==> src/rtl/seg_xlat_pkg.sv <==
package seg_xlat_pkg;

    localparam int VA_W  = 32;
    localparam int SEG_W = 12;
    localparam int OFF_W = VA_W - SEG_W;
    localparam int PA_W  = 32;
    localparam int N_ENT = 16;
    localparam int N_TBL = 2;
    localparam int IDX_W = $clog2(N_ENT);
    localparam int TBL_W = (N_TBL > 1) ? $clog2(N_TBL) : 1;
    localparam int LIM_W = OFF_W + 1;

    typedef enum logic [1:0] {
        ACC_RD    = 2'd0,
        ACC_WR    = 2'd1,
        ACC_FETCH = 2'd2,
        ACC_RSVD  = 2'd3
    } acc_e;

    // Encoding is ordered by priority: a lower nonzero code wins.
    typedef enum logic [1:0] {
        FLT_NONE   = 2'd0,
        FLT_ABSENT = 2'd1,
        FLT_LIMIT  = 2'd2,
        FLT_PERM   = 2'd3
    } flt_e;

    typedef struct packed {
        logic [PA_W-1:0]  base;
        logic [LIM_W-1:0] limit;
        logic             present;
        logic             rd;
        logic             wr;
        logic             ex;
        logic             cache;
    } desc_t;

    function automatic logic kind_allowed(desc_t d, acc_e k);
        case (k)
            ACC_RD:    return d.rd;
            ACC_WR:    return d.wr;
            ACC_FETCH: return d.ex;
            default:   return 1'b0;
        endcase
    endfunction

endpackage

==> src/rtl/seg_table.sv <==
module seg_table
    import seg_xlat_pkg::*;
(
    input  logic             clk,
    input  logic             rst,
    input  logic             we,
    input  logic [TBL_W-1:0] wtbl,
    input  logic [IDX_W-1:0] widx,
    input  desc_t            wdesc,
    input  logic [TBL_W-1:0] rtbl,
    input  logic [SEG_W-1:0] rseg,
    output desc_t            rdesc
);

    desc_t tbl_out [N_TBL];
    logic  in_range;

    for (genvar t = 0; t < N_TBL; t++) begin : g_tbl
        desc_t ent [N_ENT];

        always_ff @(posedge clk) begin
            if (rst) begin
                for (int i = 0; i < N_ENT; i++) ent[i] <= '0;
            end else if (we && wtbl == TBL_W'(t)) begin
                ent[widx] <= wdesc;
            end
        end

        assign tbl_out[t] = ent[rseg[IDX_W-1:0]];

        AST_ENTRY_WRITTEN: assert property (@(posedge clk) disable iff (rst)
            we && wtbl == TBL_W'(t) |=> ent[$past(widx)] == $past(wdesc));
    end

    // Segment numbers beyond the table depth read as an absent entry.
    assign in_range = (rseg[SEG_W-1:IDX_W] == '0);

    always_comb begin
        rdesc = '0;
        if (in_range) rdesc = tbl_out[rtbl];
    end

endmodule

==> src/rtl/seg_check.sv <==
module seg_check
    import seg_xlat_pkg::*;
(
    input  desc_t            desc,
    input  logic [OFF_W-1:0] off,
    input  acc_e             kind,
    output flt_e             fault,
    output logic [PA_W-1:0]  paddr,
    output logic             cache
);

    logic over;

    always_comb begin
        over = ({1'b0, off} >= desc.limit);
        if (!desc.present)                  fault = FLT_ABSENT;
        else if (over)                      fault = FLT_LIMIT;
        else if (!kind_allowed(desc, kind)) fault = FLT_PERM;
        else                                fault = FLT_NONE;

        if (fault == FLT_NONE) begin
            paddr = desc.base + PA_W'(off);
            cache = desc.cache;
        end else begin
            paddr = '0;
            cache = 1'b0;
        end
    end

endmodule

==> src/rtl/seg_xlat.sv <==
module seg_xlat
    import seg_xlat_pkg::*;
(
    input  logic             clk,
    input  logic             rst,
    input  logic             cfg_we,
    input  logic [TBL_W-1:0] cfg_tbl,
    input  logic [IDX_W-1:0] cfg_idx,
    input  logic [PA_W-1:0]  cfg_base,
    input  logic [LIM_W-1:0] cfg_limit,
    input  logic             cfg_present,
    input  logic             cfg_rd,
    input  logic             cfg_wr,
    input  logic             cfg_ex,
    input  logic             cfg_cache,
    input  logic             tsel_we,
    input  logic [TBL_W-1:0] tsel_val,
    input  logic             req_valid,
    input  logic [VA_W-1:0]  req_vaddr,
    input  logic [1:0]       req_kind,
    output logic             rsp_valid,
    output logic [PA_W-1:0]  rsp_paddr,
    output logic             rsp_cacheable,
    output logic [1:0]       rsp_fault
);

    logic [TBL_W-1:0] tsel;
    desc_t            wdesc;
    desc_t            rd_desc;
    logic [SEG_W-1:0] seg;
    logic [OFF_W-1:0] off;
    flt_e             nxt_fault;
    logic [PA_W-1:0]  nxt_paddr;
    logic             nxt_cache;

    assign seg = req_vaddr[VA_W-1:OFF_W];
    assign off = req_vaddr[OFF_W-1:0];

    always_comb begin
        wdesc         = '0;
        wdesc.base    = cfg_base;
        wdesc.limit   = cfg_limit;
        wdesc.present = cfg_present;
        wdesc.rd      = cfg_rd;
        wdesc.wr      = cfg_wr;
        wdesc.ex      = cfg_ex;
        wdesc.cache   = cfg_cache;
    end

    always_ff @(posedge clk) begin
        if (rst)          tsel <= '0;
        else if (tsel_we) tsel <= tsel_val;
    end

    seg_table u_table (
        .clk   (clk),
        .rst   (rst),
        .we    (cfg_we),
        .wtbl  (cfg_tbl),
        .widx  (cfg_idx),
        .wdesc (wdesc),
        .rtbl  (tsel),
        .rseg  (seg),
        .rdesc (rd_desc)
    );

    seg_check u_check (
        .desc  (rd_desc),
        .off   (off),
        .kind  (acc_e'(req_kind)),
        .fault (nxt_fault),
        .paddr (nxt_paddr),
        .cache (nxt_cache)
    );

    always_ff @(posedge clk) begin
        if (rst) begin
            rsp_valid     <= 1'b0;
            rsp_paddr     <= '0;
            rsp_cacheable <= 1'b0;
            rsp_fault     <= FLT_NONE;
        end else begin
            rsp_valid <= req_valid;
            if (req_valid) begin
                rsp_paddr     <= nxt_paddr;
                rsp_cacheable <= nxt_cache;
                rsp_fault     <= nxt_fault;
            end
        end
    end

    AST_RSP_FOLLOWS_REQ: assert property (@(posedge clk) disable iff (rst)
        req_valid |=> rsp_valid);

    AST_NO_SPURIOUS_RSP: assert property (@(posedge clk) disable iff (rst)
        !req_valid |=> !rsp_valid);

    AST_FAULT_ZEROES_ADDR: assert property (@(posedge clk) disable iff (rst)
        rsp_valid && rsp_fault != 2'd0 |-> rsp_paddr == '0 && !rsp_cacheable);

    AST_ABSENT_FAULTS: assert property (@(posedge clk) disable iff (rst)
        req_valid && !rd_desc.present |=> rsp_fault == 2'd1);

    AST_OVER_LIMIT_FAULTS: assert property (@(posedge clk) disable iff (rst)
        req_valid && rd_desc.present && ({1'b0, off} >= rd_desc.limit)
        |=> rsp_fault == 2'd2);

    AST_TSEL_HOLDS: assert property (@(posedge clk) disable iff (rst)
        !tsel_we |=> $stable(tsel));

endmodule

==> config.mk <==
export PLATFORM = sky130hd
export DESIGN_NAME = seg_xlat
export DESIGN_NICKNAME = d
export VERILOG_FILES = /design/src/rtl/seg_xlat_pkg.sv /design/src/rtl/seg_table.sv /design/src/rtl/seg_check.sv /design/src/rtl/seg_xlat.sv
export SDC_FILE = /design/constraint.sdc
export NUM_CORES = 2
export LEC_CHECK = 0
export ABC_AREA = 1
export CAP_MARGIN = 20
export CORE_MARGIN = 1.5
export CORE_UTILIZATION = 58
export DETAILED_ROUTE_END_ITERATION = 7
export PLACE_DENSITY = 0.75
export SLEW_MARGIN = 20
export SYNTH_ARGS = -nofsm -noshare
export SYNTH_HDL_FRONTEND = slang
export SYNTH_HIERARCHICAL = 1
export SYNTH_SLANG_ARGS = --single-unit
==> constraint.sdc <==
create_clock -name clk -period 6.55 [get_ports clk]
set_input_delay 1.31 -clock clk [delete_from_list [all_inputs] [get_ports clk]]
set_output_delay 1.31 -clock clk [all_outputs]
set_load 0.01 [all_outputs]
==> metrics.txt <==
antenna-violating nets left=0; Worst Slack Setup Final=around 1.6 ns; Crit Path Class=input port to register; via count=between 70000 and 80000; Setup Buffers After CTS=0; row cnt=roughly 140; layout cells sized above 1=6.951%; initial antenna violation count=7; Primary FF master, synth=edfxtp_1; NumNets Final=9360; GPL Wtd Cong=0.8987; total core area=151700 sq um; DIE WIDTH=393.5 um; net switching share of the total power=about a quarter; I/O Buffers=138; GRT Util Overall=between 30% and 40%; Yosys reg bits=1893; Die Span Y=between 300 and 400 um; Longest Clk Path Bufs=3; Pint=20.31 mW; Worst-Skew Late Latency=0.85 ns; RSZ-0062 raised after global routing=false; H-tree depth=4; PwrDens=approximately 280 nW/um^2; endpoint class of the critical path=register; Clk pin slew, worst setup/hold paths=approximately 0.060 ns; DRC Markers=0; Root Driver=clkbuf_16; worst-margin pin slew=roughly 1.3 ns; post-synth top area share=between 60% and 70%; minimum clock period=4.941 ns; number of synthesized flops with an enable pin=1856; max_cap viols=0; Initial Util=58.28%; slew margin rel.=13.51%; cell taking the most area after synthesis=edfxtp_1; dpl hpwl=153.0 mm; Cells after Synth=9479; synth unique cells=35; drt first pass iters=7; Sink Count=between 1500 and 2000; Top Ports=139; Critical-path top delay cell=buf_4; Area contributors post-synth=edfxtp_1 (63%), nand2_1 (11%), nor2_1 (9.9%); Syn Std Cell Area=88420 sq um; post-synthesis sequential area ratio=between 60 and 70%; Peak VDD IR=0.3013 mV; Syn Area/Cell=9.328 sq um; Setup-failing EPs final=0; switching power=approximately 6.8 mW; crit path launch=req_vaddr[22]; worst-path fanout max=60; CP required=7.29 ns; vias per std cell=6.206; Hold Crit Start=rsp_paddr[4]; worst reg2reg startpoint=tsel; Mapped Nets=9623; Hold Fails Final Rpt=0; Hold/Removal Path Class=register to register; Comb power frac=around 9%; Slew Viols, Final=0; Setup crit start kind=input port; Post-Place Setup Slack=a little under 1 ns; FMAX=0.2024 GHz; delay of the slowest critical-path stage=0.57 ns; Clock Power Share=38.9%; hold bufs inserted after CTS=0; Synth Warn #=6; post-CTS resize count=0; largest net degree at the start of global routing=194; Flop pwr share=between 50% and 60%; crit-path most repeated cell=nand2_1; number of global-route vias before repair=67780; DR WL/cell=25.51 um; Async S/R FF share, synth=0%; Fillers=11940; setup tns final=0 ns; Num CTS Buffers=~190; DRT iter0 DRCs=12160; WP data arrival=~5.7 ns; first-pass GRT wire length=425.3 mm; Clock Skew=0.02954 ns; crit share post-route=75.43%; outcome=finished clean; CTS tree=built; CP Cell Sequence=buf_8 -> inv_8 -> buf_4 -> nand3_1 -> nand2_1 -> nand2_1 -> nand3_1 -> nand2_1 -> nor2_1 -> ha_1 -> nand2_1 -> inv_1 -> nand2_1 -> nand2_1 -> inv_1 -> nand3_1 -> xnor2_1 -> nor2_2 -> inv_1 -> nand2_1 -> nand2_1 -> nor2_2; Total Wirelength=between 200 and 300 mm; P&R area growth vs syn=9.864%; total die area=154800 sq um; Overflow after GRT=0; LEAKAGE=38.55 nW
[cell type report]
class	instances	area, sq um	area share, %
antenna	2	5.005	0.005152
clock buffer	226	4890	5.033
clock inverter	129	1061	1.092
inverter	232	908.4	0.9351
multi-input combinational	6566	27790	28.61
sequential	1893	56480	58.14
tap	2030	2540	2.615
timing repair buffer	334	3475	3.577
[state kept, by name (all words and copies together), names as in the netlist]
| signal | cells |
|---|---|
| u_table/g_tbl.ent | 1856 |
| tsel | 1 |
| rsp_valid | 1 |
| rsp_fault | 2 |
| rsp_cacheable | 1 |
| rsp_paddr | 32 |
[cells by family (layout without fill, tap and decap cells)]
| logic type | after synthesis | after routing | synth area share, % |
|---|---|---|---|
| adder cells (fa/ha/maj) | 41 | 41 | 0.5886 |
| buffers and inverters | 1020 | 921 | 5.261 |
| AO/OA/AOI/OAI | 187 | 187 | 1.073 |
| XOR/XNOR | 15 | 15 | 0.1486 |
| flip-flops | 1893 | 1893 | 63.87 |
| other | 0 | 2 | 0 |
| AND/OR/NAND/NOR | 6323 | 6323 | 29.06 |
[per-stage QoR]
step | instance area, sq um | hold WS (ns) | cells | total power, mW | util, %
finish | 97150 | 0.4847 | 11410 | 27.09 | 64.03
global route | 97140 | 0.5116 | 11410 | 27.75 | 64.02
CTS | 96950 | 0.4900 | 11400 | 27.01 | 63.90
detailed placement | 90990 | 0.4731 | 11050 | 16.68 | 59.97
global placement | 90910 | 0.4681 | 11050 | 16.61 | 59.92
floorplan | 88420 | 0.4497 | 9479 | 15.79 | -
[per-layer routing]
layer / track usage, % / vias up / part of all wire [%]
met4: 18.88 / 12 / 5.6
met5: 0 / - / 0.038
met1: 48.54 / 33160 / 34
met3: 10.06 / 1130 / 16
met2: 56.63 / 5904 / 45
li1: - / 30610 / -
[Yosys cell counts (6+ instances only)]
cell type / n
nand3b_1: 7
a21oi_1: 29
xnor2_1: 14
nand3_1: 1281
nor2_2: 67
clkbuf_1: 384
nand2_2: 31
o21ai_0: 96
buf_2: 242
buf_4: 81
dfxtp_1: 37
ha_1: 40
buf_1: 54
nand4_1: 7
inv_2: 6
o21ai_1: 59
edfxtp_1: 1856
inv_1: 225
nor3_1: 8
nand2_1: 2586
nor2_1: 2324
buf_6: 24
[final timing paths]
| path | to | slack [ns] | depth (start not counted) |
|---|---|---|---|
| worst min-delay path | rsp_paddr[4] | 0.48 | 2 |
| worst max register to register | rsp_paddr[18] | 2.19 | 19 |
| worst max-delay path | rsp_paddr[11] | 1.61 | 22 |
| worst min register to register | rsp_paddr[4] | 0.48 | 2 |
[worst max-delay path, delay by kind of cell]
family | cells | cell delay, ns
and+or+nand+nor | 14 | 1.98
buffers and inverters | 6 | 1.38
adders and majority gates | 1 | 0.42
xor gates and xnor gates | 1 | 0.34
[power by group through the flow]
stage	Clock, mW	Combinational, mW	Sequential [mW]
2_1_floorplan	0	1.46	14.3
3_3_place_gp	0	2.27	14.3
3_5_place_dp	0	2.32	14.4
4_1_cts	10.6	2.33	14.1
5_1_grt	11.0	2.57	14.2
6_report	10.5	2.43	14.1
[cells in the final DEF (no fill, tap or decap), drive strengths merged]
cell type	count
clkinv	121
o31ai	1
inv	226
nand4	8
clkbuf	227
diode	2
a21boi	1
edfxtp	1856
o21ai	155
nand3	1283
ha	40
bufinv	10
nor3	9
dfxtp	37
nor2	2392
xor2	1
o21bai	1
a21oi	29
xnor2	14
nor4	3
nand2	2617
fa	1
nand3b	7
buf	200
clkdlybuf4s50	133
clkinvlp	4
and2	4
No activity file was read; power rests on OpenSTA's default activity.
